## src/rtl/adcSeqPkg.sv

```systemverilog
package adcSeqPkg;

  typedef enum logic [1:0] {
    SEQ_IDLE  = 2'd0,
    SEQ_START = 2'd1,
    SEQ_WAIT  = 2'd2,
    SEQ_DRAIN = 2'd3
  } seqState_t;

  typedef struct packed {
    logic store;   // capture convData into the current slot and step
    logic rescan;  // scan mode: reload counters for the next sequence
  } seqStrobe_t;

  localparam logic [7:0] CTRL_WR_MASK = 8'hF7;
  localparam int CTRL_RJUST = 7;
  localparam int CTRL_SIGN  = 6;
  localparam int CTRL_SCAN  = 5;
  localparam int CTRL_MULTI = 4;

endpackage

```

## src/rtl/adcResultFmt.sv

```systemverilog
module adcResultFmt #(
  parameter int RAW_W  = 10,
  parameter int SLOT_W = 16
) (
  input  logic [RAW_W-1:0]  rawIn,
  input  logic              rightJust,
  input  logic              signedSel,
  output logic [SLOT_W-1:0] fmtOut
);
  localparam int PAD_W = SLOT_W - RAW_W;

  logic [RAW_W-1:0] flipped;

  // Signed form only exists for left-justified data.
  always_comb begin
    flipped = rawIn;
    flipped[RAW_W-1] = rawIn[RAW_W-1] ^ signedSel;
    if (rightJust) fmtOut = {{PAD_W{1'b0}}, rawIn};
    else           fmtOut = {flipped, {PAD_W{1'b0}}};
  end
endmodule

```

## src/rtl/adcSeqControl.sv

```systemverilog
module adcSeqControl
  import adcSeqPkg::*;
(
  input  logic       clk,
  input  logic       rstN,
  input  logic       regWrEn,
  input  logic       convDone,
  input  logic       lastConv,
  input  logic       scanEn,
  output logic       convStart,
  output seqStrobe_t strobe
);
  seqState_t stateQ, stateD;

  always_comb begin
    stateD = stateQ;
    strobe = '0;
    if (regWrEn) begin
      // A conversion is outstanding if a start was issued and its done has
      // not yet been seen; such a done must be absorbed first.
      if (stateQ == SEQ_START ||
          ((stateQ == SEQ_WAIT || stateQ == SEQ_DRAIN) && !convDone))
        stateD = SEQ_DRAIN;
      else
        stateD = SEQ_START;
    end else begin
      unique case (stateQ)
        SEQ_IDLE:  stateD = SEQ_IDLE;
        SEQ_START: stateD = SEQ_WAIT;
        SEQ_WAIT: begin
          if (convDone) begin
            strobe.store = 1'b1;
            if (lastConv) begin
              if (scanEn) begin
                strobe.rescan = 1'b1;
                stateD = SEQ_START;
              end else begin
                stateD = SEQ_IDLE;
              end
            end else begin
              stateD = SEQ_START;
            end
          end
        end
        SEQ_DRAIN: if (convDone) stateD = SEQ_START;
        default:   stateD = SEQ_IDLE;
      endcase
    end
  end

  always_ff @(posedge clk or negedge rstN) begin
    if (!rstN) stateQ <= SEQ_IDLE;
    else       stateQ <= stateD;
  end

  assign convStart = (stateQ == SEQ_START);
endmodule

```

## src/rtl/adcSeqDatapath.sv

```systemverilog
module adcSeqDatapath
  import adcSeqPkg::*;
#(
  parameter int CHAN_W    = 3,
  parameter int RAW_W     = 10,
  parameter int SLOT_W    = 16,
  parameter int NUM_SLOTS = 8,
  parameter int IDX_W     = $clog2(NUM_SLOTS)
) (
  input  logic              clk,
  input  logic              rstN,
  input  logic              regWrEn,
  input  logic [7:0]        regWrData,
  input  seqStrobe_t        strobe,
  input  logic [IDX_W-1:0]  seqLenCode,
  input  logic [RAW_W-1:0]  convData,
  input  logic [IDX_W-1:0]  resultRdIdx,
  output logic [7:0]        regRdData,
  output logic [CHAN_W-1:0] convChannel,
  output logic [SLOT_W-1:0] resultRdData,
  output logic              seqComplete,
  output logic              lastConv,
  output logic              scanEn
);
  logic [7:0]        ctrlQ;
  logic [CHAN_W-1:0] chanQ;
  logic [IDX_W-1:0]  idxQ;
  logic [SLOT_W-1:0] fmtWord;
  logic [SLOT_W-1:0] slotQ [NUM_SLOTS];
  logic              multiEn;
  logic [CHAN_W-1:0] startChan;

  assign multiEn   = ctrlQ[CTRL_MULTI];
  assign scanEn    = ctrlQ[CTRL_SCAN];
  assign startChan = ctrlQ[CHAN_W-1:0];
  assign lastConv  = (idxQ == seqLenCode);

  always_ff @(posedge clk or negedge rstN) begin
    if (!rstN) begin
      ctrlQ       <= '0;
      chanQ       <= '0;
      idxQ        <= '0;
      seqComplete <= 1'b0;
    end else if (regWrEn) begin
      ctrlQ       <= regWrData & CTRL_WR_MASK;
      chanQ       <= regWrData[CHAN_W-1:0];
      idxQ        <= '0;
      seqComplete <= 1'b0;
    end else begin
      if (strobe.store && lastConv) seqComplete <= 1'b1;
      if (strobe.rescan) begin
        chanQ <= startChan;
        idxQ  <= '0;
      end else if (strobe.store) begin
        if (multiEn) chanQ <= chanQ + 1'b1;
        idxQ <= idxQ + 1'b1;
      end
    end
  end

  adcResultFmt #(.RAW_W(RAW_W), .SLOT_W(SLOT_W)) u_fmt (
    .rawIn     (convData),
    .rightJust (ctrlQ[CTRL_RJUST]),
    .signedSel (ctrlQ[CTRL_SIGN]),
    .fmtOut    (fmtWord)
  );

  for (genvar g = 0; g < NUM_SLOTS; g++) begin : gSlot
    always_ff @(posedge clk or negedge rstN) begin
      if (!rstN) slotQ[g] <= '0;
      else if (strobe.store && !regWrEn && (idxQ == IDX_W'(g)))
        slotQ[g] <= fmtWord;
    end
  end

  assign regRdData    = ctrlQ;
  assign convChannel  = chanQ;
  assign resultRdData = slotQ[resultRdIdx];
endmodule

```

## src/rtl/adcSeqCtrl.sv

```systemverilog
module adcSeqCtrl
  import adcSeqPkg::*;
#(
  parameter int CHAN_W    = 3,
  parameter int RAW_W     = 10,
  parameter int SLOT_W    = 16,
  parameter int NUM_SLOTS = 8,
  parameter int IDX_W     = $clog2(NUM_SLOTS)
) (
  input  logic              clk,
  input  logic              rstN,
  input  logic              regWrEn,
  input  logic [7:0]        regWrData,
  output logic [7:0]        regRdData,
  input  logic [IDX_W-1:0]  seqLenCode,
  output logic [CHAN_W-1:0] convChannel,
  output logic              convStart,
  input  logic              convDone,
  input  logic [RAW_W-1:0]  convData,
  input  logic [IDX_W-1:0]  resultRdIdx,
  output logic [SLOT_W-1:0] resultRdData,
  output logic              seqComplete
);
  seqStrobe_t strobe;
  logic       lastConv;
  logic       scanEn;

  adcSeqControl u_ctl (
    .clk       (clk),
    .rstN      (rstN),
    .regWrEn   (regWrEn),
    .convDone  (convDone),
    .lastConv  (lastConv),
    .scanEn    (scanEn),
    .convStart (convStart),
    .strobe    (strobe)
  );

  adcSeqDatapath #(
    .CHAN_W(CHAN_W), .RAW_W(RAW_W), .SLOT_W(SLOT_W),
    .NUM_SLOTS(NUM_SLOTS), .IDX_W(IDX_W)
  ) u_dp (
    .clk          (clk),
    .rstN         (rstN),
    .regWrEn      (regWrEn),
    .regWrData    (regWrData),
    .strobe       (strobe),
    .seqLenCode   (seqLenCode),
    .convData     (convData),
    .resultRdIdx  (resultRdIdx),
    .regRdData    (regRdData),
    .convChannel  (convChannel),
    .resultRdData (resultRdData),
    .seqComplete  (seqComplete),
    .lastConv     (lastConv),
    .scanEn       (scanEn)
  );
endmodule

```

## config.mk

```make
export PLATFORM = sky130hd
export DESIGN_NAME = adcSeqCtrl
export DESIGN_NICKNAME = d
export VERILOG_FILES = /design/src/rtl/adcSeqPkg.sv /design/src/rtl/adcResultFmt.sv /design/src/rtl/adcSeqControl.sv /design/src/rtl/adcSeqDatapath.sv /design/src/rtl/adcSeqCtrl.sv
export SDC_FILE = /design/constraint.sdc
export NUM_CORES = 1
export LEC_CHECK = 0
export ABC_AREA = 1
export BUFFER_PORTS_ARGS = -buffer_cell sky130_fd_sc_hd__buf_2
export CAP_MARGIN = 20
export CORE_ASPECT_RATIO = 1.25
export CORE_MARGIN = 1
export CORE_UTILIZATION = 64
export DETAILED_ROUTE_END_ITERATION = 10
export GPL_TIMING_DRIVEN = 0
export PLACE_DENSITY = 0.85
export SYNTH_ARGS = -nofsm -noshare
export SYNTH_HDL_FRONTEND = slang
export SYNTH_HIERARCHICAL = 1
export SYNTH_SLANG_ARGS = --single-unit
```

## constraint.sdc

```tcl
create_clock -name clk -period 5.1 [get_ports clk]
set_input_delay 1.02 -clock clk [delete_from_list [all_inputs] [get_ports clk]]
set_output_delay 1.02 -clock clk [all_outputs]
set_load 0.02 [all_outputs]
```

==> metrics, run 1 <==
area leader, netlist=dfrtp_1; Crit-path slowest cell=clkbuf_1; final wirelength=19.9 mm; flop2flop setup slack=3.05 ns; max-slew violation count=0; 1st-iter DRT viols=797; Final setup violation count=0; Crit path top cell by count=buf_2; largest cells by area after synthesis=dfrtp_1 52%, nand2_1 12%, o21ai_1 10%; post-synth top area share=52.2%; RSZ-0062 raised after global routing=false; Initial Util=65.3%; FF+latch count, synth=144; max frequency=0.276 GHz; TritonCTS clock tree=built; final setup margin=1.47 ns; Die ar.=11200 um^2; CP peak stage delay=0.39 ns; post-route cell area=7980 um^2; Final Hold Fails=0; Detail Placement HPWL=13.4 mm; post-route ant nets=0; n_diodes=0; hold_sp=u_dp/slotQ[99]; Core Footprint=10600 um^2; largest net degree at the start of global routing=102; fin crit share=71.2%; site row count=42; Hold EP=u_dp/slotQ[99]; Clock transition at path regs=0.06 ns; Fin Hold WS=0.488 ns; Die H=118 um; cell count after synthesis=844; outcome=finished, final reports clean; Placed Area=7360 um^2; DR pass1 iterations=8; vias in the first global route=6049; RR Endpoint=u_dp/convChannel[2]; area occupied by registers=3600 um^2; die width=94.9 um; Congestion Overflow GR=0; number of cells on the critical path=8; fill count=728; clock sink count=144; Post-Syn Nets=879; Multi-input gate area=2770 um^2; clock root cell=clkbuf_16; drc violations=0; WL/cell=18.8 um; total I/O pin count=57; delay-heaviest family, CP=buffers and inverters; worst skew pair latency=0.42 ns; routability cong.=0.916; Yosys warnings=6; PwrDens=374 nW/um^2; initial antenna violation count=0; Worst Path Buf+Inv=4; postcts setup bufs=0; Worst EP required=4.08 ns; Mean Syn Cell Area=8.17 um^2; cts bufs inserted=17; setup TNS=0 ns; Slew @ Worst Pin=0.657 ns; CTS Buffer Depth=2; first-pass GRT wire length=30.1 mm; Rel. slew slack=56.2%; Synth cell types=29; critical path launch point type=primary input; Final Skew=0.00643 ns; Layout area overhead=15.7%; Reg-to-Reg Start=u_dp/idxQ[2]; sequential element share of the synthesized area=52.2%; R2R depth=11; GRT Total Usage=36.9%; via count=6406; worst-path cell chain=buf_2 -> buf_2 -> clkbuf_1 -> o21ai_0 -> o21ai_0 -> nand2_1 -> nand2_1 -> buf_2; CTS Hold Buffers Added=0; Hold Path Class=reg -> reg; hold depth=2; post-CTS sizing=0; Max Cap Viol=0; Netlist Area Pre-Place=6900 um^2; # port buffers=52; VDD IR max=0.315 mV; crit path kind=in -> out; Setup crit start=resultRdIdx[0]; H-tree depth=4; post-layout minimum cycle time=3.63 ns; DP Worst Slack=1.62 ns; critical path fanouts, max=10; P_leak=3.85 nW; DR vias/cell=6.04; share of cells above drive strength 1=15.9%; nets=951; arrival time at the worst endpoint=2.61 ns; CP Capture Type=output pin
-- cells by family after synthesis --
family	Yosys count	synth area share, %
and+or+nand+nor	347	20.8
AOI/OAI and AO/OA	243	17.8
DFF	144	52.2
buffers and inverters	100	7.58
adders and majority gates	7	1.27
xor gates and xnor gates	2	0.254
other	1	0.0544
-- per-stage QoR --
step / util [%] / std cells / total power, mW
after floorplan: - / 844 / 1.54
after global placement: 69.3 / 1028 / 1.67
after detailed placement: 69.6 / 1029 / 1.70
after CTS: 75.5 / 1061 / 2.98
after global routing: 75.5 / 1061 / 3.08
final: 75.5 / 1061 / 2.98
-- power by group --
group,switching (mW),internal [mW],leakage (nW),total (mW)
clock network,0.480,0.810,0.295,1.29
registers,0.0563,1.22,1.98,1.28
logic,0.286,0.127,1.58,0.412
total,0.822,2.16,3.85,2.98
-- area by class of cell --
class	instances	area share, %
Sequential cell	144	45.2
Multi-Input combinational cell	600	34.7
Clock buffer	20	5.85
Buffer	51	4.22
Timing Repair Buffer	53	3.69
Inverter	49	2.34
Tap cell	132	2.07
Clock inverter	12	1.96
-- cell usage after synthesis, drive strengths merged --
library cell    n
o21ai         236
nand2         226
dfrtp         144
nor2          110
inv            49
buf            36
clkbuf         15
nand3           9
ha              7
a21oi           4
xnor2           2
a211oi          1
a31oi           1
and3            1
conb            1
nand4           1
o211ai          1
-- tightest hold or removal path: stages, from the launching register on --
cell and delay (ns):
dfrtp_1 0.34, nand2_1 0.05, o21ai_1 0.06
-- registers in the layout, indices dropped and copies added, names as in the netlist --
name	count
u_dp/slotQ	128
u_dp/regRdData	7
u_dp/convChannel	3
u_dp/idxQ	3
u_ctl/stateQ	2
u_dp/seqComplete	1
-- how the worst max path moves through the flow --
stage                              endpoint
final                       resultRdData[5]
after global routing        resultRdData[5]
after CTS                   resultRdData[8]
after detailed placement    resultRdData[8]
after global placement    u_dp/regRdData[5]
after floorplan             resultRdData[6]
-- routing by layer --
layer,up-vias,routed length [um],track usage [%]
met3,92,1750,7.88
met4,0,1410,26.4
met1,3057,6970,43.9
li1,2875,-,-
met2,382,9780,58.2
met5,-,0,0
-- placed cells by master, fill, tap and decap left out, types with 2 or more instances in the layout --
master	count
buf_1	2
nand2_2	8
xnor2_1	2
buf_6	14
buf_4	8
clkinvlp_4	4
o21ai_1	144
clkbuf_8	3
nor2_1	107
clkinv_2	2
ha_1	7
inv_2	9
nor2_2	2
clkbuf_16	17
nand2_1	218
dfrtp_1	144
bufinv_16	3
nand3_4	6
a21oi_1	4
buf_2	64
inv_6	2
inv_1	39
clkbuf_1	14
nand3_1	3
o21ai_0	91
Power figures use the tool's default switching activity.
==> run 2: changes to the inputs <==
--- a/config.mk
+++ b/config.mk
@@ -10,10 +10,10 @@
 export CAP_MARGIN = 20
 export CORE_ASPECT_RATIO = 1.25
 export CORE_MARGIN = 1
-export CORE_UTILIZATION = 64
+export CORE_UTILIZATION = 54
 export DETAILED_ROUTE_END_ITERATION = 10
 export GPL_TIMING_DRIVEN = 0
-export PLACE_DENSITY = 0.85
+export PLACE_DENSITY = 0.76
 export SYNTH_ARGS = -nofsm -noshare
 export SYNTH_HDL_FRONTEND = slang
 export SYNTH_HIERARCHICAL = 1
==> constraint.sdc (replaced) <==
create_clock -name clk -period 3.2 [get_ports clk]
set_input_delay 0.64 -clock clk [delete_from_list [all_inputs] [get_ports clk]]
set_output_delay 0.64 -clock clk [all_outputs]
set_load 0.02 [all_outputs]
==> metrics, run 2 (same netlist as run 1, synthesis figures left out) <==
Die ar.=13200 um^2 (+18%); Die H=128 um (+8.7%); Initial Util=56.2% (-9.1 points); Switch Pwr=1.28 mW (+55%); arrival time at the worst endpoint=2.14 ns (-0.47 ns); clock sink count=144 (unchanged); post-layout minimum cycle time=2.78 ns; RSZ-0062 raised after global routing=false; max-slew violation count=0 (unchanged); first-pass GRT wire length=30.1 mm (about the same); site row count=45 (+7.1%); Net Sw Frac=26.3% (-1.2 points); outcome=finished, final reports clean; CTS Buffer Depth=2 (unchanged); total I/O pin count=57 (unchanged); via count=6122 (-4.4%); WL/cell=16.9 um (-9.9%); die width=103 um (+8.7%); initial antenna violation count=0 (unchanged); critical path fanouts, max=10 (unchanged); H-tree depth=4 (unchanged); clock group share of total power=45.2% (+1.9 points); Clock transition at path regs=0.05 ns (about the same); final setup margin=0.417 ns (-1.05 ns); combinational share of power=12.9% (-0.9 points); share of cells above drive strength 1=15.9% (unchanged); setup TNS=0 ns (unchanged); largest net degree at the start of global routing=76 (-25%); 1st-iter DRT viols=474 (-41%); Final Skew=0.00714 ns (+0.000703 ns); vias in the first global route=5958 (-1.5%); postcts setup bufs=0 (unchanged); max frequency=0.359 GHz; PwrDens=602 nW/um^2 (+61%); Biggest register=u_dp/slotQ; Max Cap Viol=0 (unchanged); Slew @ Worst Pin=0.678 ns (+0.0215 ns); DP Worst Slack=0.417 ns (-1.20 ns); Layout area overhead=16.9%; worst-path cell chain=buf_2 -> inv_2 -> clkbuf_1 -> o21ai_0 -> o21ai_1 -> nand2_1 -> nand2_1 -> buf_2; Placed Area=7400 um^2 (+0.54%); commonest non-fill, non-tap cells in the layout=218 x nand2_1, 144 x dfrtp_1, 144 x o21ai_1; drc violations=0 (unchanged); final wirelength=18.5 mm (-7.2%); # port buffers=52 (unchanged); DR vias/cell=5.60 (-7.2%); Detail Placement HPWL=13.1 mm (-2.2%); CP peak stage delay=0.47 ns (+0.08 ns); Congestion Overflow GR=0 (unchanged); P_int=3.57 mW (+65%); Rel. slew slack=54.8% (-1.4 points); most common cell after layout, fill and taps aside=nand2_1; Core Footprint=12300 um^2 (+16%); CP Capture Type=output pin; GRT Total Usage=30.9% (-5.9 points); clock root cell=clkbuf_16; routability cong.=0.882 (-3.7%); Cells after DPL=1061 (+3.1%); Crit-path slowest cell=clkbuf_1; fin crit share=87.0%; n_diodes=0 (unchanged); Final setup violation count=0 (unchanged); VDD IR max=0.382 mV (+21%); post-route ant nets=0 (unchanged); CTS Hold Buffers Added=0 (unchanged); Worst EP required=2.56 ns (-1.52 ns); worst skew pair latency=0.43 ns (about the same); nets=951 (unchanged); crit path kind=in -> out; critical path launch point type=primary input; Non-Filler Instances=1093 (+3.0%); post-route cell area=8060 um^2 (+1.0%); TritonCTS clock tree=built; Final Hold Fails=0 (unchanged); Hold Path Class=in -> async; Fin Hold WS=0.214 ns (-0.274 ns); DR pass1 iterations=5 (-3); post-CTS sizing=0 (unchanged); P_leak=3.87 nW (+0.32%); sequential share of power=41.9% (-1.0 points); max reg flops=128 (unchanged); cts bufs inserted=17 (unchanged)
-- run 2: cell types whose count changed in the layout (fill, tap and decap cells not counted) --
cell and change:
inv_6 -2, clkinv_2 -1, clkinvlp_4 +1, bufinv_16 +2
clkinv_4 +1, clkbuf_8 -1
-- run 2: worst paths after layout --
path,from,to,slack (ns),depth (start not counted)
setup / recovery,resultRdIdx[0],resultRdData[14],0.42,8
hold / removal,rstN,u_dp/slotQ[112],0.21,1
setup reg to reg,u_dp/idxQ[2],u_dp/convChannel[1],1.13,11
hold reg to reg,u_dp/slotQ[101],u_dp/slotQ[101],0.48,2
max in group asynchronous,rstN,u_dp/slotQ[35],2.20,2
min in group clk,regWrData[5],u_dp/regRdData[5],0.41,3
-- run 2: per-stage QoR --
stage / total power [mW] / util (%)
6_report: 4.85 / 65.7
5_1_grt: 5.04 / 65.7
4_1_cts: 4.88 / 65.7
3_5_place_dp: 2.68 / 60.3
3_3_place_gp: 2.66 / 60.0
2_1_floorplan: 2.45 / -
-- run 2: routing by layer --
metal  wire [um]  track usage, %
met2        9440            52.4
met1        7390            38.1
met3        1130            5.98
met4         524            14.0
met5           0               0
-- run 2: final cells by class --
cell class | instances | area [um^2]
fill | 1090 | 4220
clock buffer | 19 | 453
multi-input combinational | 600 | 2770
clock inverter | 13 | 210
inverter | 49 | 186
buffer | 51 | 337
timing repair buffer | 53 | 294
tap | 164 | 205
sequential | 144 | 3600
-- run 2: power groups by stage --
stage / logic, mW / clock network (mW) / registers [mW]
5_1_grt: 0.702 / 2.29 / 2.05
6_report: 0.623 / 2.19 / 2.03
4_1_cts: 0.624 / 2.22 / 2.03
3_5_place_dp: 0.619 / 0 / 2.06
3_3_place_gp: 0.600 / 0 / 2.06
2_1_floorplan: 0.389 / 0 / 2.06
-- run 2: critical path, delay by kind of cell --
| kind | cells | cell delay (ns) |
|---|---|---|
| buffers and inverters | 4 | 0.92 |
| AO/OA/AOI/OAI | 2 | 0.42 |
| AND/OR/NAND/NOR | 2 | 0.16 |
==> run 3: changes to the inputs <==
--- a/config.mk
+++ b/config.mk
@@ -6,7 +6,7 @@
 export NUM_CORES = 1
 export LEC_CHECK = 0
 export ABC_AREA = 1
-export BUFFER_PORTS_ARGS = -buffer_cell sky130_fd_sc_hd__buf_2
+export BUFFER_PORTS_ARGS = -buffer_cell sky130_fd_sc_hd__clkbuf_2
 export CAP_MARGIN = 20
 export CORE_ASPECT_RATIO = 1.25
 export CORE_MARGIN = 1
==> metrics, run 3 (same netlist as run 1, synthesis figures left out) <==
Initial Util=56.2% (unchanged); commonest non-fill, non-tap cells in the layout=218 x nand2_1, 144 x dfrtp_1, 144 x o21ai_1; PwrDens=589 nW/um^2 (-2.2%); postcts setup bufs=0 (unchanged); Final setup violation count=0 (unchanged); TritonCTS clock tree=built; clock root cell=clkbuf_16; critical path fanouts, max=10 (unchanged); cts bufs inserted=17 (unchanged); worst skew pair latency=0.42 ns (about the same); Die H=128 um (unchanged); post-CTS sizing=0 (unchanged); via count=6161 (+0.64%); Die ar.=13200 um^2 (unchanged); 1st-iter DRT viols=686 (+45%); post-layout minimum cycle time=2.87 ns (+0.0873 ns); Congestion Overflow GR=0 (unchanged); critical path launch point type=primary input; vias in the first global route=5900 (-0.97%); max reg flops=128 (unchanged); final wirelength=18.5 mm (about the same); max frequency=0.348 GHz (-3.0%); drc violations=0 (unchanged); P_leak=3.85 nW (-0.42%); Cells after DPL=1061 (unchanged); initial antenna violation count=0 (unchanged); Max Cap Viol=0 (unchanged); fill count=1122 (+2.9%); post-route ant nets=0 (unchanged); CTS Buffer Depth=2 (unchanged); Clock transition at path regs=0.06 ns (about the same); share of cells above drive strength 1=15.7% (-0.20 points); RSZ-0062 raised after global routing=false; site row count=45 (unchanged); CP peak stage delay=0.43 ns (-0.04 ns); WL/cell=16.9 um (about the same); CTS Hold Buffers Added=0 (unchanged); fin crit share=89.7% (+2.7 points); most common cell after layout, fill and taps aside=nand2_1; Slew @ Worst Pin=0.578 ns (-0.100 ns); CP Capture Type=output pin; H-tree depth=4 (unchanged); Final Hold Fails=0 (unchanged); max-slew violation count=0 (unchanged); post-route cell area=8020 um^2 (-0.51%); GRT Total Usage=30.5% (-0.37 points); Hold Path Class=in -> async; clock sink count=144 (unchanged); fin util=65.3% (-0.34 points); nets=951 (unchanged); DR pass1 iterations=6 (+1); die width=103 um (unchanged); Core Footprint=12300 um^2 (unchanged); Non-Filler Instances=1093 (unchanged); total I/O pin count=57 (unchanged); outcome=finished, final reports clean; crit path kind=in -> out; routability cong.=0.880 (-0.23%); Rel. slew slack=61.1% (+6.3 points); Fin Hold WS=0.221 ns (+0.00732 ns); Layout area overhead=16.3%; DR vias/cell=5.64 (+0.64%); arrival time at the worst endpoint=2.23 ns (+0.09 ns); Detail Placement HPWL=12.9 mm (-1.4%); Final Skew=0.00571 ns (-0.00143 ns); first-pass GRT wire length=29.8 mm (-1.1%); # port buffers=52 (unchanged); DP Worst Slack=0.481 ns (+0.0640 ns); final setup margin=0.330 ns (-0.0873 ns); largest net degree at the start of global routing=77 (+1.3%); Placed Area=7400 um^2 (about the same); worst-path cell chain=clkbuf_2 -> buf_2 -> clkbuf_1 -> o21ai_0 -> o21ai_0 -> nand2_1 -> nand2_1 -> clkbuf_2; Crit-path slowest cell=clkbuf_1; Worst EP required=2.56 ns (about the same); VDD IR max=0.365 mV (-4.6%); Biggest register=u_dp/slotQ
==> run 3: cell count changes in the layout (fill, tap and decap cells not counted), sizes merged <==
| cell | delta |
|---|---|
| inv | +2 |
| clkinv | +1 |
| clkbuf | +51 |
| diode | +1 |
| clkinvlp | -2 |
| bufinv | -1 |
| buf | -52 |
==> run 3: layer usage <==
layer	vias up	global-route usage, %	wire length (um)
li1	2881	-	-
met1	2943	38.3	7360
met2	285	51.2	9370
met3	52	6.14	1180
met4	0	13.0	565
met5	-	0	0
==> run 3: area by class of cell <==
class / instances / area [um^2] / share of cell area [%]
clock buffer: 18 / 429 / 5.35
sequential: 144 / 3600 / 44.9
clock inverter: 13 / 188 / 2.34
buffer: 51 / 337 / 4.20
tap: 164 / 205 / 2.56
multi-input combinational: 600 / 2770 / 34.6
timing repair buffer: 53 / 297 / 3.70
inverter: 49 / 186 / 2.33
antenna: 1 / 2.50 / 0.0312
==> run 3: path summary, 6_finish.rpt <==
kind | slack (ns) | endpoint | cells after the start | start
worst max-delay path | 0.33 | resultRdData[11] | 8 | resultRdIdx[0]
worst min-delay path | 0.22 | u_dp/slotQ[111] | 1 | rstN
worst max register to register | 1.18 | u_dp/convChannel[0] | 10 | u_dp/idxQ[2]
worst min register to register | 0.48 | u_dp/slotQ[101] | 2 | u_dp/slotQ[101]
max in group asynchronous | 2.22 | u_dp/slotQ[50] | 2 | rstN
min in group clk | 0.42 | u_ctl/stateQ[1] | 2 | convDone
==> run 3: metrics by stage <==
stage	total power [mW]	setup TNS (ns)
after floorplan	2.45	0
after global placement	2.66	-134.79
after detailed placement	2.68	0
after CTS	4.74	0
after global routing	4.91	0
final	4.72	0
==> run 3: power by group <==
| part | total, mW | internal (mW) | switching, mW |
|---|---|---|---|
| sequential | 2.03 | 1.95 | 0.0834 |
| clock | 2.06 | 1.30 | 0.762 |
| combinational | 0.622 | 0.200 | 0.423 |
==> run 3: critical path: cells and delay by family <==
family / cells / cell delay (ns)
buffers and inverters: 4 / 0.94
and+or+nand+nor: 2 / 0.18
AOI/OAI and AO/OA: 2 / 0.47
